==> src/rtl/hec_window.sv <==
// Module: hec_window
// Byte shift window. The oldest byte leaves on dout, the others move
// one place towards the exit and the new byte enters at the tail.
// The flip mask is applied as bytes move, which repairs them in place.
// Assumes the flip mask follows the flat header layout, oldest byte
// in the top bits.
module hec_window #(
    parameter int BYTE_W    = 8,
    parameter int HDR_BYTES = 5,
    localparam int HDR_W    = BYTE_W * HDR_BYTES
) (
    input  logic              clk,
    input  logic              rst_n,
    input  logic [BYTE_W-1:0] din,
    input  logic [HDR_W-1:0]  flip,
    output logic [HDR_W-1:0]  hdr,
    output logic [BYTE_W-1:0] dout
);
    logic [BYTE_W-1:0] win [HDR_BYTES];

    genvar j;
    generate
        for (j = 0; j < HDR_BYTES; j++) begin : g_flat
            // Flatten: slot 0 (oldest) goes into the top byte.
            assign hdr[HDR_W-1-j*BYTE_W -: BYTE_W] = win[j];
        end
    endgenerate

    // Shift with in-place repair; synchronous clear.
    always_ff @(posedge clk) begin
        if (!rst_n) begin
            dout <= '0;
            for (int k = 0; k < HDR_BYTES; k++) win[k] <= '0;
        end else begin
            dout <= win[0] ^ flip[HDR_W-1 -: BYTE_W];
            for (int k = 0; k < HDR_BYTES-1; k++) begin
                win[k] <= win[k+1] ^ flip[HDR_W-1-(k+1)*BYTE_W -: BYTE_W];
            end
            win[HDR_BYTES-1] <= din;
        end
    end

    // Without a flip, every byte moves one slot unchanged.
    assert_shift_order_R2: assert property (@(posedge clk) disable iff (!rst_n)
        ($past(rst_n) && ($past(flip) == '0)) |-> (win[0] == $past(win[1])));
endmodule

==> config.mk <==
export PLATFORM = sky130hd
export DESIGN_NAME = hec_window
export DESIGN_NICKNAME = d
export VERILOG_FILES = /design/src/rtl/hec_window.sv
export SDC_FILE = /design/constraint.sdc
export NUM_CORES = 1
export LEC_CHECK = 0
export ABC_AREA = 1
export BUFFER_PORTS_ARGS = -buffer_cell sky130_fd_sc_hd__buf_2
export CORE_MARGIN = 2
export CORE_UTILIZATION = 42
export DETAILED_ROUTE_END_ITERATION = 6
export MAX_ROUTING_LAYER = met4
export PLACE_DENSITY_LB_ADDON = 0.25
export REMOVE_ABC_BUFFERS = 1
export SLEW_MARGIN = 15
export SYNTH_ARGS = -nofsm -noshare
export SYNTH_HDL_FRONTEND = slang
export SYNTH_SLANG_ARGS = --single-unit
==> constraint.sdc <==
create_clock -name clk -period 0.8 [get_ports clk]
set_clock_uncertainty 0.1 [all_clocks]
set_input_delay 0.08 -clock clk [delete_from_list [all_inputs] [get_ports clk]]
set_output_delay 0.08 -clock clk [all_outputs]
set_load 0.01 [all_outputs]
==> results of run 1 <==
-- per-stage QoR --
step	cell area (sq um)	total power [mW]	util (%)	TNS [ns]	hold WS [ns]
2_1_floorplan	1622	3.038	-	0	0.07345
3_3_place_gp	2195	3.406	58.62	0	0.1587
3_5_place_dp	2195	3.431	58.62	0	0.1662
4_1_cts	3227	5.205	86.20	-5.354	-0.07461
5_1_grt	3400	5.714	90.81	-8.706	-0.03997
6_report	3400	5.460	90.81	-6.222	-0.05877
-- final cells by class --
class | instances | area, sq um | share of cell area, %
inverter | 8 | 30.03 | 0.8833
clock buffer | 5 | 68.82 | 2.024
multi-input combinational | 168 | 813.3 | 23.92
tap | 48 | 60.06 | 1.767
timing repair buffer | 143 | 1413 | 41.55
sequential | 48 | 1015 | 29.85
-- layer usage --
metal,up-vias,part of all wire (%)
li1,967,-
met1,923,31
met2,78,60
met3,26,4.1
met4,0,4.4
met5,-,0
-- cell usage in the layout (no fill, tap or decap), types with 2 or more instances in the layout --
| cell type | count |
|---|---|
| inv_1 | 8 |
| dlygate4sd3_1 | 40 |
| nand2_2 | 37 |
| clkbuf_8 | 5 |
| nor2_2 | 18 |
| dfxtp_2 | 43 |
| dfxtp_1 | 5 |
| nand2_1 | 45 |
| buf_2 | 24 |
| nand2_4 | 6 |
| nor2_1 | 62 |
| buf_4 | 2 |
| buf_6 | 75 |
-- flip-flops by register name (all words and copies together) (netlist names) --
register and flops:
dout 8, win 40
-- power by group through the flow --
stage	Combinational [mW]	Sequential (mW)	Clock, mW
after global placement	0.690	2.72	0
after CTS	1.21	2.71	1.29
after floorplan	0.224	2.81	0
final	1.44	2.76	1.26
after detailed placement	0.706	2.72	0
after global routing	1.54	2.77	1.40
-- timing repair --
action	4_1_cts	5_1_grt
setup buffers	31	2
cloned	0	0
resized for setup	80	106
pin swaps	0	52
hold endpoints to repair	48	5
setup endpoints to repair	48	86
-- cell families (layout without fill, tap and decap cells) --
group                  after synthesis  in the layout  synth area share (%)
buffers and inverters               13            156                 4.217
and+or+nand+nor                    168            168                 37.95
DFF                                 48             48                 57.83
-- path summary, 6_finish.rpt --
check                             start                     to  cells past startpoint
hold reg to reg   win[0][11]$_SDFF_PN0_   win[0][3]$_SDFF_PN0_                      2
hold / removal                 flip[31]   win[0][7]$_SDFF_PN0_                      3
setup reg to reg  win[0][36]$_SDFF_PN0_  win[0][28]$_SDFF_PN0_                      4
setup / recovery  win[0][30]$_SDFF_PN0_                hdr[14]                      1
==> flow_summary.toml, run 1 <==
[status]
status = "finished, violations left"
violations = "negative hold slack, negative setup slack"

[critical_path]
required_ns = 0.62
slowest_delay_ns = 0.37
crit_path_max_fanout = 2
rrSetupSlack_ns = -0.09
worstPathCellList = "buf_6"
critPathArrivalTime_ns = 0.77
end_kind = "primary output"
cp_slowest_cell = "dfxtp_2"
start_kind = "flop"
crit_buf_inv = 1
path_class = "reg2out"
critical-path-top-delay-family = "flip-flops"

[power_and_ir_drop]
power_density_nw_per_um2 = 1606
p_leak_nw = 1.675
p_switching_mw = 1.452
irDropWorstVdd_uv = 1127
pwr-share-clk_pct = 23.1
sw_frac_of_total_pct = 26.59
intPower_mw = 4.008
power_frac_seq_pct = 50.5
p_comb_share_pct = 26.4

[placement]
post-place-ws_ns = 0.05059
gp_congestion = 0.7181
numPortBuffers = 97
dp_hpwl_um = 2515
dpl.cell_count = 371

[grt]
grt_util_met3_pct = 4.561
grt_use_total_pct = 26.17
grt_util_met2_pct = 54.75
met1_usage_pct = 18.91
busiest_layer = "met2"
grt_start_max_net_pins = 33
antenna_found_initial = 0
grt_pass1_wl_um = 8307
grt-ovfl-total = 0
grt_pass1_vias = 2073

[run]
drv_cap = 0

[drt]
drtPass1Iterations = 4
vias = 1994
drt_iter0_markers = 125
drc = 0
drt_wl_total_um = 6359
drtAntennaViolNets = 0
via_per_inst = 4.748
wl_per_cell_um = 15.14

[timing]
slew_headroom_pct = 86.49
setup_viol = 73
final_hold_viol_count = 5
fin_ws_ns = -0.1486
slew_viol_final = 0
holdWs_ns = -0.05877
fin_crit_sh_pct = 118.6
fin_crit_ns = 0.9486
worstMarginPinSlew_ns = 0.2020
fmax_mhz = 1054
rsz0062_at_grt = "true"

[layout]
n_fill_cell = 157
syn_to_final_growth_pct = 104.6
instances_no_fill = 420
final_nets = 424
layout-drive-gt1-share_pct = 56.72
antenna_cells = 0

[yosys]
yosysTopAreaCell = "dfxtp_1"
ys_top_cells_by_area = "dfxtp_1 58%, nand2_1 20%, nor2_1 18%, inv_1 1.8%, buf_6 1.4%"
ys_types = 7
synthFlopType = "dfxtp_1"
syn_inst = 229
synth_common_cells = "88 x nand2_1, 80 x nor2_1, 48 x dfxtp_1"
syn_area_sq_um = 1662
yosysWarnings = 0
synth-seq-area-share_pct = 57.83
synth_seq_cells = 48
yosysMostFrequentCell = "nand2_1"
synth_top_area_share_pct = 57.83
syn_avg_cell_area_sq_um = 7.256
synth-edff-count = 0
async_flop_share_pct = 0

[clock_tree]
cts-htree-levels = 2
numCtsBuffers = 5
cts_root_buf = "clkbuf_8"
cts_buffer_depth = 2
postCtsHoldBufs = 43
worstSkewPairLatency_ns = 0.28
cts.sinks = 48
path_clk_slew_ns = 0.08
cts_tree = "yes"

[worst_hold_path]
hp-class = "in2reg"

[floorplanning]
die-area_sq_um = 4476
start_util_pct = 44.39
core_sq_um = 3744
die_width_um = 66.90
rows = 22
ios = 98
dieHeight_um = 66.90
Power figures use the tool's default switching activity.
==> inputs of run 2 (changes only) <==
--- a/config.mk
+++ b/config.mk
@@ -9,6 +9,7 @@
 export BUFFER_PORTS_ARGS = -buffer_cell sky130_fd_sc_hd__buf_2
 export CORE_MARGIN = 2
 export CORE_UTILIZATION = 42
+export CTS_BUF_LIST = sky130_fd_sc_hd__clkbuf_16
 export DETAILED_ROUTE_END_ITERATION = 6
 export MAX_ROUTING_LAYER = met4
 export PLACE_DENSITY_LB_ADDON = 0.25
==> run 2 against run 1 <==
Net effect:
- the flow still finishes with violations (negative hold slack, negative setup slack)
- clock-buffer cell count unchanged
- cell count down 0.48%
- die area unchanged
- design area down 5.4%
- first-iteration DRC count down 43%
- critical path type unchanged
- largest cell class unchanged
- largest power group unchanged
==> flow_summary.toml, run 2 (same netlist as run 1, synthesis figures left out) <==
[grt]
grt_pass1_vias = 1712
grt_pass1_wl_um = 6541
grt_use_total_pct = 19.93
antenna_found_initial = 0
grt_start_max_net_pins = 33
grt-ovfl-total = 0

[timing]
rsz0062_at_grt = "true"
setup_viol = 58
fin_crit_sh_pct = 113.6
holdWs_ns = -0.05650
final_hold_viol_count = 37
worstMarginPinSlew_ns = 0.1627
fin_crit_ns = 0.9092
fmax_mhz = 1100
slew_headroom_pct = 89.15
slew_viol_final = 0
fin_ws_ns = -0.1092
fin_tns_setup_ns = -4.535

[run]
drv_cap = 0

[floorplanning]
rows = 22
core_sq_um = 3744
ios = 98
start_util_pct = 44.39
die-area_sq_um = 4476
die_width_um = 66.90
dieHeight_um = 66.90

[placement]
dp_hpwl_um = 2515
numPortBuffers = 97
placed_area_sq_um = 2195
gp_congestion = 0.7181

[drt]
drt_iter0_markers = 71
vias = 1892
via_per_inst = 4.526
drtAntennaViolNets = 0
wl_per_cell_um = 12.54
drc = 0
drt_wl_total_um = 5240
drtPass1Iterations = 4

[clock_tree]
cts_root_buf = "clkbuf_16"
worstSkewPairLatency_ns = 0.27
cts_buffer_depth = 2
path_clk_slew_ns = 0.06
numCtsBuffers = 5
cts.sinks = 48
cts_tree = "yes"
postCtsHoldBufs = 8
cts-htree-levels = 2

[critical_path]
crit_buf_inv = 1
worstPathCellList = "buf_6"
rrSetupSlack_ns = -0.02
critical-path-top-delay-family = "flip-flops"
cp.depth = 1
slowest_delay_ns = 0.36
reg2reg_from = "win[0][33]$_SDFF_PN0_"
critPathArrivalTime_ns = 0.73
start_kind = "flop"
startpoint = "win[0][10]$_SDFF_PN0_"
end_kind = "primary output"
worstReg2RegEnd = "win[0][25]$_SDFF_PN0_"
r2r_cells = 3
crit_path_max_fanout = 2
path_class = "reg2out"
endpoint = "hdr[26]"
cp_slowest_cell = "dfxtp_2"
required_ns = 0.62

[power_and_ir_drop]
power_density_nw_per_um2 = 1832
pwr-share-clk_pct = 31.3
p_leak_nw = 1.668
irDropWorstVdd_uv = 2232
sw_frac_of_total_pct = 24.13
p_comb_share_pct = 22.1
power_frac_seq_pct = 46.6
intPower_mw = 4.471
p_switching_mw = 1.422

[layout]
final_nets = 422
largest_reg_flops = 40
layout_common_cells = "72 x buf_6, 70 x nor2_1, 55 x buf_2, 52 x nand2_1, 42 x dfxtp_2"
layout-drive-gt1-share_pct = 61.08
n_fill_cell = 213
antenna_cells = 0
top_regs = "win (40), dout (8)"
final_common_cell = "buf_6"
syn_to_final_growth_pct = 93.52
largest_register = "win"
fin_area_sq_um = 3216

[status]
violations = "negative hold slack, negative setup slack"
status = "finished, violations left"

[worst_hold_path]
hp-class = "in2reg"
## run 2: cell count changes in the layout (fill, tap and decap cells not counted)
cell / previous run / this run
dlygate4sd3_1: 40 / 7
nand2_2: 37 / 33
dfxtp_1: 5 / 6
nor2_2: 18 / 10
nor2_1: 62 / 70
buf_2: 24 / 55
clkbuf_8: 5 / 0
buf_4: 2 / 5
nand2_4: 6 / 3
buf_6: 75 / 72
dfxtp_2: 43 / 42
nand2_1: 45 / 52
clkbuf_16: 0 / 5
## run 2: timing repair
action	CTS	global route
pin swaps	0	60
gates resized for setup	80	84
setup endpoints to repair	48	79
hold endpoints to repair	48	38
setup buffers	31	3
gates cloned	0	0
## run 2: area by class of cell
| class | count | area (sq um) | share of cell area (%) |
|---|---|---|---|
| clock buffer | 5 | 125.1 | 3.891 |
| inverter | 8 | 30.03 | 0.9339 |
| multi-input combinational | 168 | 760.7 | 23.66 |
| sequential | 48 | 1013 | 31.52 |
| tap | 48 | 60.06 | 1.868 |
| timing repair buffer | 141 | 1226 | 38.13 |
## run 2: worst min-delay path by stage
stage | endpoint | slack (ns) | depth (start not counted) | from
floorplan | win[0][32]$_SDFF_PN0_ | 0.07 | 2 | rst_n
global placement | win[0][33]$_SDFF_PN0_ | 0.16 | 3 | din[1]
detailed placement | win[0][35]$_SDFF_PN0_ | 0.17 | 3 | din[3]
CTS | win[0][31]$_SDFF_PN0_ | -0.06 | 4 | flip[7]
global route | win[0][0]$_SDFF_PN0_ | -0.05 | 4 | flip[24]
finish | win[0][9]$_SDFF_PN0_ | -0.06 | 3 | flip[17]
## run 2: layer usage
layer	wire, um	vias up	global-route usage [%]	share of wire [%]
met5	0	-	-	0
met3	202	16	3.885	3.9
met2	3036	61	41.88	58
met4	163	0	7.908	3.1
met1	1837	855	16.42	35
li1	-	960	-	-
## run 2: power by group through the flow
stage | Combinational [mW] | Sequential (mW) | Clock [mW]
after floorplan | 0.224 | 2.81 | 0
after global placement | 0.690 | 2.72 | 0
after detailed placement | 0.706 | 2.72 | 0
after CTS | 1.08 | 2.71 | 1.88
after global routing | 1.40 | 2.76 | 1.99
final | 1.30 | 2.74 | 1.84
## run 2: through the flow
step / utilization [%] / std cells / total power [mW] / setup WS [ns]
after global placement: 58.62 / 371 / 3.406 / 0.08712
after global routing: 85.90 / 418 / 6.155 / -0.1323
after detailed placement: 58.62 / 371 / 3.431 / 0.05059
after floorplan: - / 224 / 3.038 / 0.07769
final: 85.90 / 418 / 5.892 / -0.1092
after CTS: 78.34 / 415 / 5.671 / -0.1039
==> inputs of run 3 (changes only) <==
--- a/config.mk
+++ b/config.mk
@@ -9,11 +9,10 @@
 export BUFFER_PORTS_ARGS = -buffer_cell sky130_fd_sc_hd__buf_2
 export CORE_MARGIN = 2
 export CORE_UTILIZATION = 42
-export CTS_BUF_LIST = sky130_fd_sc_hd__clkbuf_16
 export DETAILED_ROUTE_END_ITERATION = 6
-export MAX_ROUTING_LAYER = met4
 export PLACE_DENSITY_LB_ADDON = 0.25
 export REMOVE_ABC_BUFFERS = 1
+export SETUP_SLACK_MARGIN = 0.05
 export SLEW_MARGIN = 15
 export SYNTH_ARGS = -nofsm -noshare
 export SYNTH_HDL_FRONTEND = slang
==> run 3 against run 2 <==
Net effect:
- the flow still finishes with violations (negative hold slack, negative setup slack)
- wire length grew 2.5%
- flip-flop and latch count unchanged
- critical endpoint is now hdr[18]
- via count up 0.11%
- largest power group unchanged
- worst setup slack lost 0.027 ns
- global-route usage about the same
- maximum frequency shrank 2.8%
- highest routed layer unchanged
- core utilization decreased by 0.43 points
==> flow_summary.toml, run 3 (same netlist as run 1, synthesis figures left out) <==
[grt]
grt_pass1_vias = 1731
grt_pass1_wl_um = 6630
grt_start_max_net_pins = 33
grt_use_total_pct = 19.93
grt-ovfl-total = 0
antenna_found_initial = 0

[drt]
wl_per_cell_um = 12.88
drt_wl_total_um = 5371
drtAntennaViolNets = 0
via_per_inst = 4.542
drc = 0
vias = 1894
drt_iter0_markers = 83
drtPass1Iterations = 6

[layout]
final_common_cell = "buf_6"
largest_register = "win"
n_fill_cell = 210
layout_common_cells = "74 x buf_6, 64 x nor2_1, 53 x buf_2, 47 x nand2_1, 42 x dfxtp_2"
largest_reg_flops = 40
top_regs = "win (40), dout (8)"
multi_input_area_sq_um = 798.3
fin_area_sq_um = 3199
seq_area_sq_um = 1013
final_nets = 421
layout-drive-gt1-share_pct = 63.96
antenna_cells = 0
syn_to_final_growth_pct = 92.55

[critical_path]
r2r_cells = 3
rrSetupSlack_ns = -0.06
path_class = "reg2out"
crit_buf_inv = 1
startpoint = "win[0][18]$_SDFF_PN0_"
start_kind = "flop"
worstReg2RegEnd = "win[0][24]$_SDFF_PN0_"
crit_path_max_fanout = 2
slowest_delay_ns = 0.37
reg2reg_from = "win[0][32]$_SDFF_PN0_"
cp_slowest_cell = "dfxtp_2"
end_kind = "primary output"
critical-path-top-delay-family = "flip-flops"
required_ns = 0.62
critPathArrivalTime_ns = 0.76
worstPathCellList = "buf_6"
cp.depth = 1

[clock_tree]
path_clk_slew_ns = 0.08
cts_root_buf = "clkbuf_8"
cts.sinks = 48
cts_tree = "yes"
numCtsBuffers = 5
worstSkewPairLatency_ns = 0.28
postCtsHoldBufs = 8
cts_buffer_depth = 2
cts-htree-levels = 2

[timing]
fin_ws_ns = -0.1357
holdWs_ns = -0.06788
slew_viol_final = 0
fin_crit_ns = 0.9357
worstMarginPinSlew_ns = 0.1711
fin_crit_sh_pct = 117.0
slew_headroom_pct = 88.60
fmax_mhz = 1069
setup_viol = 61
final_hold_viol_count = 40
rsz0062_at_grt = "true"

[status]
violations = "negative hold slack, negative setup slack"
status = "finished, violations left"

[worst_hold_path]
hp-class = "in2reg"
hold_depth = 3
worstHoldEndpoint = "win[0][9]$_SDFF_PN0_"
min_from = "flip[17]"

[placement]
gp_congestion = 0.7101
placed_area_sq_um = 2195
dp_hpwl_um = 2515
numPortBuffers = 97

[floorplanning]
start_util_pct = 44.39
rows = 22
core_sq_um = 3744
die_width_um = 66.90
ios = 98
die-area_sq_um = 4476
dieHeight_um = 66.90

[power_and_ir_drop]
p_leak_nw = 1.646
power_density_nw_per_um2 = 1668
irDropWorstVdd_uv = 1391

[run]
drv_cap = 0
run 3: timing repair:
action / in CTS / in global routing
setup endpoints to repair: 48 / 84
hold endpoints to repair: 48 / 40
pin swaps: 23 / 55
setup buffers: 31 / 4
resized for setup: 86 / 92
run 3: how the worst max path moves through the flow:
stage,endpoint
CTS,hdr[10]
floorplan,dout[0]$_SDFF_PN0_
global placement,win[0][12]$_SDFF_PN0_
finish,hdr[18]
detailed placement,win[0][25]$_SDFF_PN0_
global route,hdr[18]
run 3: layout make-up:
cell class / count / share of cell area, %
clock buffer: 5 / 2.151
tap: 48 / 1.877
timing repair buffer: 140 / 38.40
inverter: 8 / 0.9386
multi-input combinational: 168 / 24.95
sequential: 48 / 31.68
run 3: worst min-delay path, cell delays in order:
cell    delay [ns]
buf_2         0.08
nor2_1        0.04
nor2_1        0.08
run 3: stage by stage:
stage	total power, mW	utilization (%)	std cells	setup slack [ns]	TNS, ns
final	5.338	85.46	417	-0.1357	-5.635
after detailed placement	3.431	58.62	371	0.05059	0
after global placement	3.406	58.62	371	0.08712	0
after global routing	5.603	85.46	417	-0.1631	-8.031
after CTS	5.084	77.24	415	-0.1264	-5.309
after floorplan	3.038	-	224	0.07769	0
run 3: power breakdown:
part	internal, mW	leakage (nW)	switching, mW	total (mW)
Clock	0.565	0.0359	0.697	1.26
Combinational	0.774	1.20	0.559	1.33
Sequential	2.60	0.411	0.142	2.74
Total	3.94	1.65	1.40	5.34
run 3: routing by layer:
| layer | vias up | global-route usage, % | part of all wire, % |
|---|---|---|---|
| li1 | 960 | - | - |
| met1 | 876 | 16.54 | 35 |
| met2 | 52 | 43.00 | 60 |
| met3 | 6 | 4.223 | 3.8 |
| met4 | 0 | 8.418 | 1.4 |
| met5 | - | 0 | 0 |
